File: src/rtl/dp_arb_pkg.sv
`timescale 1ns/1ps
package dp_arb_pkg;

  typedef enum logic {
    SIDE_LEFT  = 1'b0,
    SIDE_RIGHT = 1'b1
  } side_e;

  // Decide on the first cycle of a collision: a steady port beats a new one,
  // and a tie (both new) goes to the left side.
  function automatic side_e pick_owner(input logic steady_l, input logic steady_r);
    if (steady_r && !steady_l) return SIDE_RIGHT;
    return SIDE_LEFT;
  endfunction

endpackage

File: src/rtl/dp_port_capture.sv
`timescale 1ns/1ps
module dp_port_capture #(
  parameter int ADDR_W = 11
) (
  input  logic              clk,
  input  logic              rst,
  input  logic              sel,
  input  logic              wr,
  input  logic [ADDR_W-1:0] addr,
  output logic              q_sel,
  output logic              q_wr,
  output logic [ADDR_W-1:0] q_addr,
  output logic              steady
);

  logic              h_sel;
  logic [ADDR_W-1:0] h_addr;

  // Stage 1 holds the current request, stage 2 the one before it.
  always_ff @(posedge clk) begin
    if (rst) begin
      q_sel  <= 1'b0;
      q_wr   <= 1'b0;
      q_addr <= '0;
      h_sel  <= 1'b0;
      h_addr <= '0;
    end else begin
      q_sel  <= sel;
      q_wr   <= wr;
      q_addr <= addr;
      h_sel  <= q_sel;
      h_addr <= q_addr;
    end
  end

  // Steady: selected now and last cycle at an unchanged address.
  assign steady = q_sel && h_sel && (q_addr == h_addr);

endmodule

File: src/rtl/dp_collision_core.sv
`timescale 1ns/1ps
module dp_collision_core
  import dp_arb_pkg::*;
#(
  parameter int ADDR_W = 11
) (
  input  logic              clk,
  input  logic              rst,
  input  logic [1:0]        q_sel,
  input  logic [ADDR_W-1:0] q_addr_l,
  input  logic [ADDR_W-1:0] q_addr_r,
  input  logic [1:0]        steady,
  output logic [1:0]        lose
);

  logic  match;
  logic  match_d;
  logic  onset;
  side_e owner_q;
  side_e owner;

  assign match = q_sel[0] && q_sel[1] && (q_addr_l == q_addr_r);
  assign onset = match && !match_d;
  assign owner = onset ? pick_owner(steady[0], steady[1]) : owner_q;

  always_ff @(posedge clk) begin
    if (rst) begin
      match_d <= 1'b0;
      owner_q <= SIDE_LEFT;
    end else begin
      match_d <= match;
      if (match) owner_q <= owner;
      else       owner_q <= SIDE_LEFT;
    end
  end

  assign lose[0] = match && (owner == SIDE_RIGHT);
  assign lose[1] = match && (owner == SIDE_LEFT);

endmodule

File: src/rtl/dp_write_gate.sv
`timescale 1ns/1ps
module dp_write_gate (
  input  logic master_mode,
  input  logic q_sel,
  input  logic q_wr,
  input  logic lose,
  input  logic busy_in_n,
  output logic busy_n,
  output logic wr_en
);

  logic inhibit;

  assign inhibit = master_mode ? lose : !busy_in_n;
  assign busy_n  = master_mode ? !lose : 1'b1;
  assign wr_en   = q_sel && q_wr && !inhibit;

endmodule

File: src/rtl/dp_collision_arbiter.sv
`timescale 1ns/1ps
module dp_collision_arbiter #(
  parameter int ADDR_W = 11
) (
  input  logic              clk,
  input  logic              rst,
  input  logic              master_mode,
  input  logic              l_sel,
  input  logic [ADDR_W-1:0] l_addr,
  input  logic              l_wr,
  input  logic              r_sel,
  input  logic [ADDR_W-1:0] r_addr,
  input  logic              r_wr,
  input  logic              l_busy_in_n,
  input  logic              r_busy_in_n,
  output logic              l_busy_n,
  output logic              r_busy_n,
  output logic              l_wr_en,
  output logic              r_wr_en
);

  localparam int NPORT = 2;

  logic [NPORT-1:0]             in_sel;
  logic [NPORT-1:0]             in_wr;
  logic [NPORT-1:0][ADDR_W-1:0] in_addr;
  logic [NPORT-1:0]             busy_in_v;
  logic [NPORT-1:0]             q_sel;
  logic [NPORT-1:0]             q_wr;
  logic [NPORT-1:0][ADDR_W-1:0] q_addr;
  logic [NPORT-1:0]             steady;
  logic [NPORT-1:0]             lose;
  logic [NPORT-1:0]             busy_v;
  logic [NPORT-1:0]             wen_v;

  // Index 0 is the left port, index 1 the right port.
  assign in_sel    = {r_sel, l_sel};
  assign in_wr     = {r_wr, l_wr};
  assign in_addr   = {r_addr, l_addr};
  assign busy_in_v = {r_busy_in_n, l_busy_in_n};

  for (genvar g = 0; g < NPORT; g++) begin : g_port
    dp_port_capture #(.ADDR_W(ADDR_W)) u_cap (
      .clk    (clk),
      .rst    (rst),
      .sel    (in_sel[g]),
      .wr     (in_wr[g]),
      .addr   (in_addr[g]),
      .q_sel  (q_sel[g]),
      .q_wr   (q_wr[g]),
      .q_addr (q_addr[g]),
      .steady (steady[g])
    );

    dp_write_gate u_gate (
      .master_mode (master_mode),
      .q_sel       (q_sel[g]),
      .q_wr        (q_wr[g]),
      .lose        (lose[g]),
      .busy_in_n   (busy_in_v[g]),
      .busy_n      (busy_v[g]),
      .wr_en       (wen_v[g])
    );
  end

  dp_collision_core #(.ADDR_W(ADDR_W)) u_core (
    .clk      (clk),
    .rst      (rst),
    .q_sel    (q_sel),
    .q_addr_l (q_addr[0]),
    .q_addr_r (q_addr[1]),
    .steady   (steady),
    .lose     (lose)
  );

  assign l_busy_n = busy_v[0];
  assign r_busy_n = busy_v[1];
  assign l_wr_en  = wen_v[0];
  assign r_wr_en  = wen_v[1];

endmodule

File: config.mk
export PLATFORM = sky130hd
export DESIGN_NAME = dp_collision_arbiter
export DESIGN_NICKNAME = d
export VERILOG_FILES = /design/src/rtl/dp_arb_pkg.sv /design/src/rtl/dp_port_capture.sv /design/src/rtl/dp_collision_core.sv /design/src/rtl/dp_write_gate.sv /design/src/rtl/dp_collision_arbiter.sv
export SDC_FILE = /design/constraint.sdc
export NUM_CORES = 1
export LEC_CHECK = 0
export BUFFER_PORTS_ARGS = -buffer_cell sky130_fd_sc_hd__buf_2
export CAP_MARGIN = 0
export CORE_MARGIN = 2
export CORE_UTILIZATION = 53
export CTS_CLUSTER_DIAMETER = 100
export DETAILED_ROUTE_END_ITERATION = 7
export PLACE_DENSITY = 0.81
export REMOVE_ABC_BUFFERS = 1
export SYNTH_ARGS = -nofsm -noshare
export SYNTH_HDL_FRONTEND = slang
export SYNTH_HIERARCHICAL = 1
export SYNTH_SLANG_ARGS = --single-unit
export TNS_END_PERCENT = 30
File: constraint.sdc
create_clock -name clk -period 2.4 [get_ports clk]
set_input_delay 0.48 -clock clk [delete_from_list [all_inputs] [get_ports clk]]
set_output_delay 0.48 -clock clk [all_outputs]
set_load 0.01 [all_outputs]
==> reports/metrics.yaml, run 1 <==
peakVddDrop_uv: 395
clk_path_buf_depth: 2
synth_cell_types: 18
antenna_found_initial: 0
drive_gt1_frac: 0.329
synthArstFlopShare: 0
drv_slew: 0
core_um2: 3360
grt_overflow: 0
drtIter0Drc: 18
hold_viol: 0
required_ns: 1.92
fin_area_um2: 2250
clkLatencyLatePin_ns: 0.36
yosysSeqAreaShare: 0.553
grt_util_all_layers: 0.166
final_cell_mix: "nor2b_1, dfxtp_1, buf_2, xnor2_1, dfxtp_2"
cts_sinks: 52
wl_per_cell_um: 11.8
start_kind: "flop"
worst-setup-path-type: "flop to primary output"
min_from: "l_addr[8]"
syn-cell-area_um2: 1880
synth.largest_area_cell: "dfxtp_1"
htreeDepth: 2
first_pass_iters: 4
cap_violations: 0
min_path_type: "input port to flop"
period_needed_ns: 2.74
crit_path_cell_trace: "xnor2_1, nand3_1, nor4_2, nor3b_2, or2_1, nor4_2, nand2b_1, a21oi_2, buf_2"
final_cell_count_no_fill: 259
grt_pass1_vias: 1220
critPathMaxFanout: 2
post-route-util: 0.668
p_per_area_nw_per_um2: 655
grt_max_degree: 36
grt_pass1_wl_um: 5090
ys_warn_count: 6
viasPerCell: 4.72
fin_ws_ns: -0.337
p_total_mw: 1.47
slew_headroom: 0.611
worstPathArrival_ns: 2.26
n_antenna_cell: 0
slowest_delay_ns: 0.35
crit_slowest_cell: "dfxtp_2"
clk_pin_slew_ns: 0.14
finalCritPeriodShare: 1.14
placed_cell_area_um2: 2110
synth_edf_count: 0
crit_top_cell: "nor4_2"
hold_ws_ns: 0.315
finalSetupViolations: 4
fmax_mhz: 365
synth_cells: 171
final_common_cell: "nor2b_1"
cts-buffers-inserted: 5
die_w_um: 63.6
rows: 21
synth_top_area_frac: 0.553
cts_tree: "yes"
ys.flop_type: "dfxtp_1"
place.gp.congestion: 0.747
routed_wl_um: 3060
violations: "negative setup slack"
postSynthAreaPerCell_um2: 11.0
syn_to_final_growth_pct: 19.3
status: "finished, violations left"
start_util: 0.560
grt_setup_unrepaired: "true"
ios: 35
cts_hold_buf: 0
timing.rr.start: "g_port[1].u_cap/q_addr[0]"
die_area_um2: 4050
dr_total_vias: 1223
tightest_slew_ns: 0.584
fin_skew_ns: 0.00957
multi_input_area_um2: 872
port_buffers: 34
fin_tns_setup_ns: -0.949
dp_slack_ns: -0.0125
dpl.hpwl_um: 2220
startpoint: "g_port[0].u_cap/q_addr[7]"
finish.net_count: 243
antenna_left: 0
ys_seq_elements: 52
synth_area_leaders: "dfxtp_1, nor2b_1, xnor2_1, nand4_1, nor4_2"
drc: 0
end_kind: "primary output"
fill_cells: 300
die_height_um: 63.6
regArea_um2: 1060
dp.cells: 249
cts-root-buf: "clkbuf_4"
p_leak_nw: 0.872
[final timing paths]
check	slack [ns]	depth (start not counted)	to
worst max-delay path	-0.34	9	r_wr_en
worst min-delay path	0.31	2	g_port[0].u_cap/q_addr[8]
worst max register to register	0.90	3	u_core/match_d
worst min register to register	0.50	1	g_port[0].u_cap/h_addr[9]
[registers in the layout, summed over array words and instances, names as in the netlist]
register             flops
g_port.u_cap/q_sel       2
g_port.u_cap/q_wr        2
g_port.u_cap/h_addr     22
u_core/match_d           1
u_core/owner_q           1
g_port.u_cap/q_addr     22
g_port.u_cap/h_sel       2
[worst max-delay path: cells and delay by family (launching register included)]
family                    cells  cell delay [ns]
DFF                           1             0.35
xor gates and xnor gates      1             0.13
and+or+nand+nor               6             1.24
buffers and inverters         1             0.13
AOI/OAI and AO/OA             1             0.05
[cell usage after synthesis (2+ instances only)]
cell and n:
a21oi_2 2, buf_2 4, dfxtp_1 52, nand2_1 7, nand2b_1 4, nand3_1 2
nand4_1 6, nor2b_1 50, nor4_1 2, nor4_2 3, xnor2_1 30, xor2_1 3
[logic make-up (layout without fill, tap and decap cells)]
group                     Yosys count  count (layout)  share of synthesized area
DFF                                52              52                      0.553
xor gates and xnor gates           33              33                      0.153
buffers and inverters               4              46                     0.0106
AOI/OAI and AO/OA                   3               3                     0.0133
and+or+nand+nor                    79              79                      0.270
[timing repair]
item / 4_1_cts / 5_1_grt
setup endpoints to repair: 4 / 4
setup buffers: 1 / 1
resized for setup: 6 / 14
pin swaps: 3 / 2
[per-layer routing]
metal / share of wire / routed length (um) / vias up / global-route usage
met1: 0.44 / 1350 / 558 / 0.184
met4: 0.016 / 49 / 0 / 0.0652
met2: 0.48 / 1460 / 32 / 0.283
li1: - / - / 627 / -
met5: 0 / 0 / - / 0
met3: 0.064 / 196 / 6 / 0.0643
[cell type report]
class	instances	share of cell area
timing repair buffer	38	0.0891
tap	46	0.0256
multi-input combinational	115	0.388
clock buffer	8	0.0262
sequential	52	0.471
[report_power, final]
part	switching (mW)	internal, mW
Sequential	0.0315	0.905
Clock	0.245	0.145
Combinational	0.0602	0.0829
Total	0.337	1.13
Note: power is estimated with default switching activity, not from simulation.
==> run 2: changes to the inputs <==
Settings changed: GPL_TIMING_DRIVEN from default to 0.
Clock period 2.4 ns to 2.7 ns, I/O delays scaled along.
==> reports/metrics.yaml, run 2 (synthesis results as in run 1) <==
htreeDepth: 2
worstPathArrival_ns: 2.24
n_antenna_cell: 0
end_kind: "primary output"
antenna_found_initial: 0
placed_cell_area_um2: 2090
fin_skew_ns: 0.0154
cts_tree: "yes"
min_path_type: "input port to flop"
crit_path_cell_trace: "xnor2_1, nand3_1, nor4_2, nor3b_2, or2_1, nor4_4, nand2b_1, a21oi_2, buf_2"
first_pass_iters: 4
die_height_um: 63.6
p_total_mw: 1.32
antenna_left: 0
tightest_slew_ns: 0.829
grt_overflow: 0
core_um2: 3360
multi_input_area_um2: 888
die_w_um: 63.6
drv_slew: 0
dr_total_vias: 1207
final_common_cell: "nor2b_1"
drtIter0Drc: 27
critPathMaxFanout: 3
final_cell_mix: "nor2b_1, dfxtp_1, buf_2, xnor2_1, dfxtp_2"
grt_util_all_layers: 0.162
fin_ws_ns: -0.0839
worst-setup-path-type: "flop to primary output"
finalCritPeriodShare: 1.03
fmax_mhz: 359
start_util: 0.560
path_buf_inv: 1
slowest_delay_ns: 0.38
clkLatencyLatePin_ns: 0.38
start_kind: "flop"
grt_pass1_vias: 1101
drive_gt1_frac: 0.348
drc: 0
required_ns: 2.16
grt_pass1_wl_um: 4930
cap_violations: 0
grt_setup_unrepaired: "true"
cts-buffers-inserted: 5
period_needed_ns: 2.78
wl_per_cell_um: 11.7
finish.net_count: 240
routed_wl_um: 3010
regArea_um2: 1060
cts-root-buf: "clkbuf_4"
die_area_um2: 4050
cts_hold_buf: 0
p_leak_nw: 0.862
p_per_area_nw_per_um2: 586
grt_max_degree: 53
viasPerCell: 4.71
path_delay_family: "simple AND/OR/NAND/NOR gates"
slew_headroom: 0.448
peakVddDrop_uv: 394
clk_path_buf_depth: 2
syn_to_final_growth_pct: 19.5
ios: 35
finalSetupViolations: 3
port_buffers: 34
hold_viol: 0
status: "finished, violations left"
fill_cells: 267
reg.largest.list: "g_port.u_cap/h_addr (22), g_port.u_cap/q_addr (22)"
rows: 21
dpl.hpwl_um: 2160
crit_slowest_cell: "dfxtp_2"
dp_slack_ns: 0.201
fin_area_um2: 2250
clk_pin_slew_ns: 0.15
place.gp.congestion: 0.702
cts_sinks: 52
violations: "negative setup slack"
## run 2: cell types whose count changed in the layout (fill, tap and decap cells not counted)
cell        previous run  this run
buf_4                  4         1
clkbuf_1               2         0
clkbuf_8               1         0
clkinvlp_4             0         1
dfxtp_1               39        36
dfxtp_2               13        15
dfxtp_4                0         1
inv_6                  0         2
nor4_2                 4         3
nor4_4                 0         1
xnor2_1               26        25
xnor2_2                4         5
## run 2: worst paths after layout
kind                              from                         to  slack, ns  cells after the start
max          g_port[0].u_cap/q_addr[7]                    r_wr_en      -0.08                      9
min                          l_addr[4]  g_port[0].u_cap/q_addr[4]       0.36                      2
max reg2reg  g_port[1].u_cap/q_addr[0]             u_core/owner_q       1.20                      3
min reg2reg  g_port[0].u_cap/q_addr[0]  g_port[0].u_cap/h_addr[0]       0.50                      1
## run 2: report_power, final
part / leakage, nW / switching, mW / internal [mW]
logic: 0.395 / 0.0530 / 0.0720
registers: 0.435 / 0.0288 / 0.805
clock network: 0.0322 / 0.251 / 0.108
## run 2: routing by layer
| metal | part of all wire | vias up | global-route usage |
|---|---|---|---|
| met1 | 0.44 | 547 | 0.190 |
| met3 | 0.058 | 5 | 0.0625 |
| met4 | 0.020 | 0 | 0.0652 |
| li1 | - | 623 | - |
| met5 | 0 | - | 0 |
| met2 | 0.48 | 32 | 0.264 |
## run 2: layout make-up
class | count | area share
clock buffer | 5 | 0.0167
clock inverter | 3 | 0.0111
multi-input combinational | 115 | 0.395
sequential | 52 | 0.473
tap | 46 | 0.0256
timing repair buffer | 35 | 0.0790
## run 2: through the flow
stage	hold slack, ns	TNS, ns	std cells	utilization
after floorplan	0.470	0	167	-
after global placement	0.493	0	247	0.622
after detailed placement	0.499	0	247	0.622
after CTS	0.341	-0.269	256	0.653
after global routing	0.335	-0.805	256	0.669
final	0.356	-0.227	256	0.669
## run 2: repair_timing
| item | CTS | global route |
|---|---|---|
| hold endpoints to repair | 0 | 0 |
| endpoints found under the setup margin | 4 | 4 |
| pin swaps | 1 | 2 |
| buffers inserted | 1 | 0 |
| resized for setup | 16 | 10 |
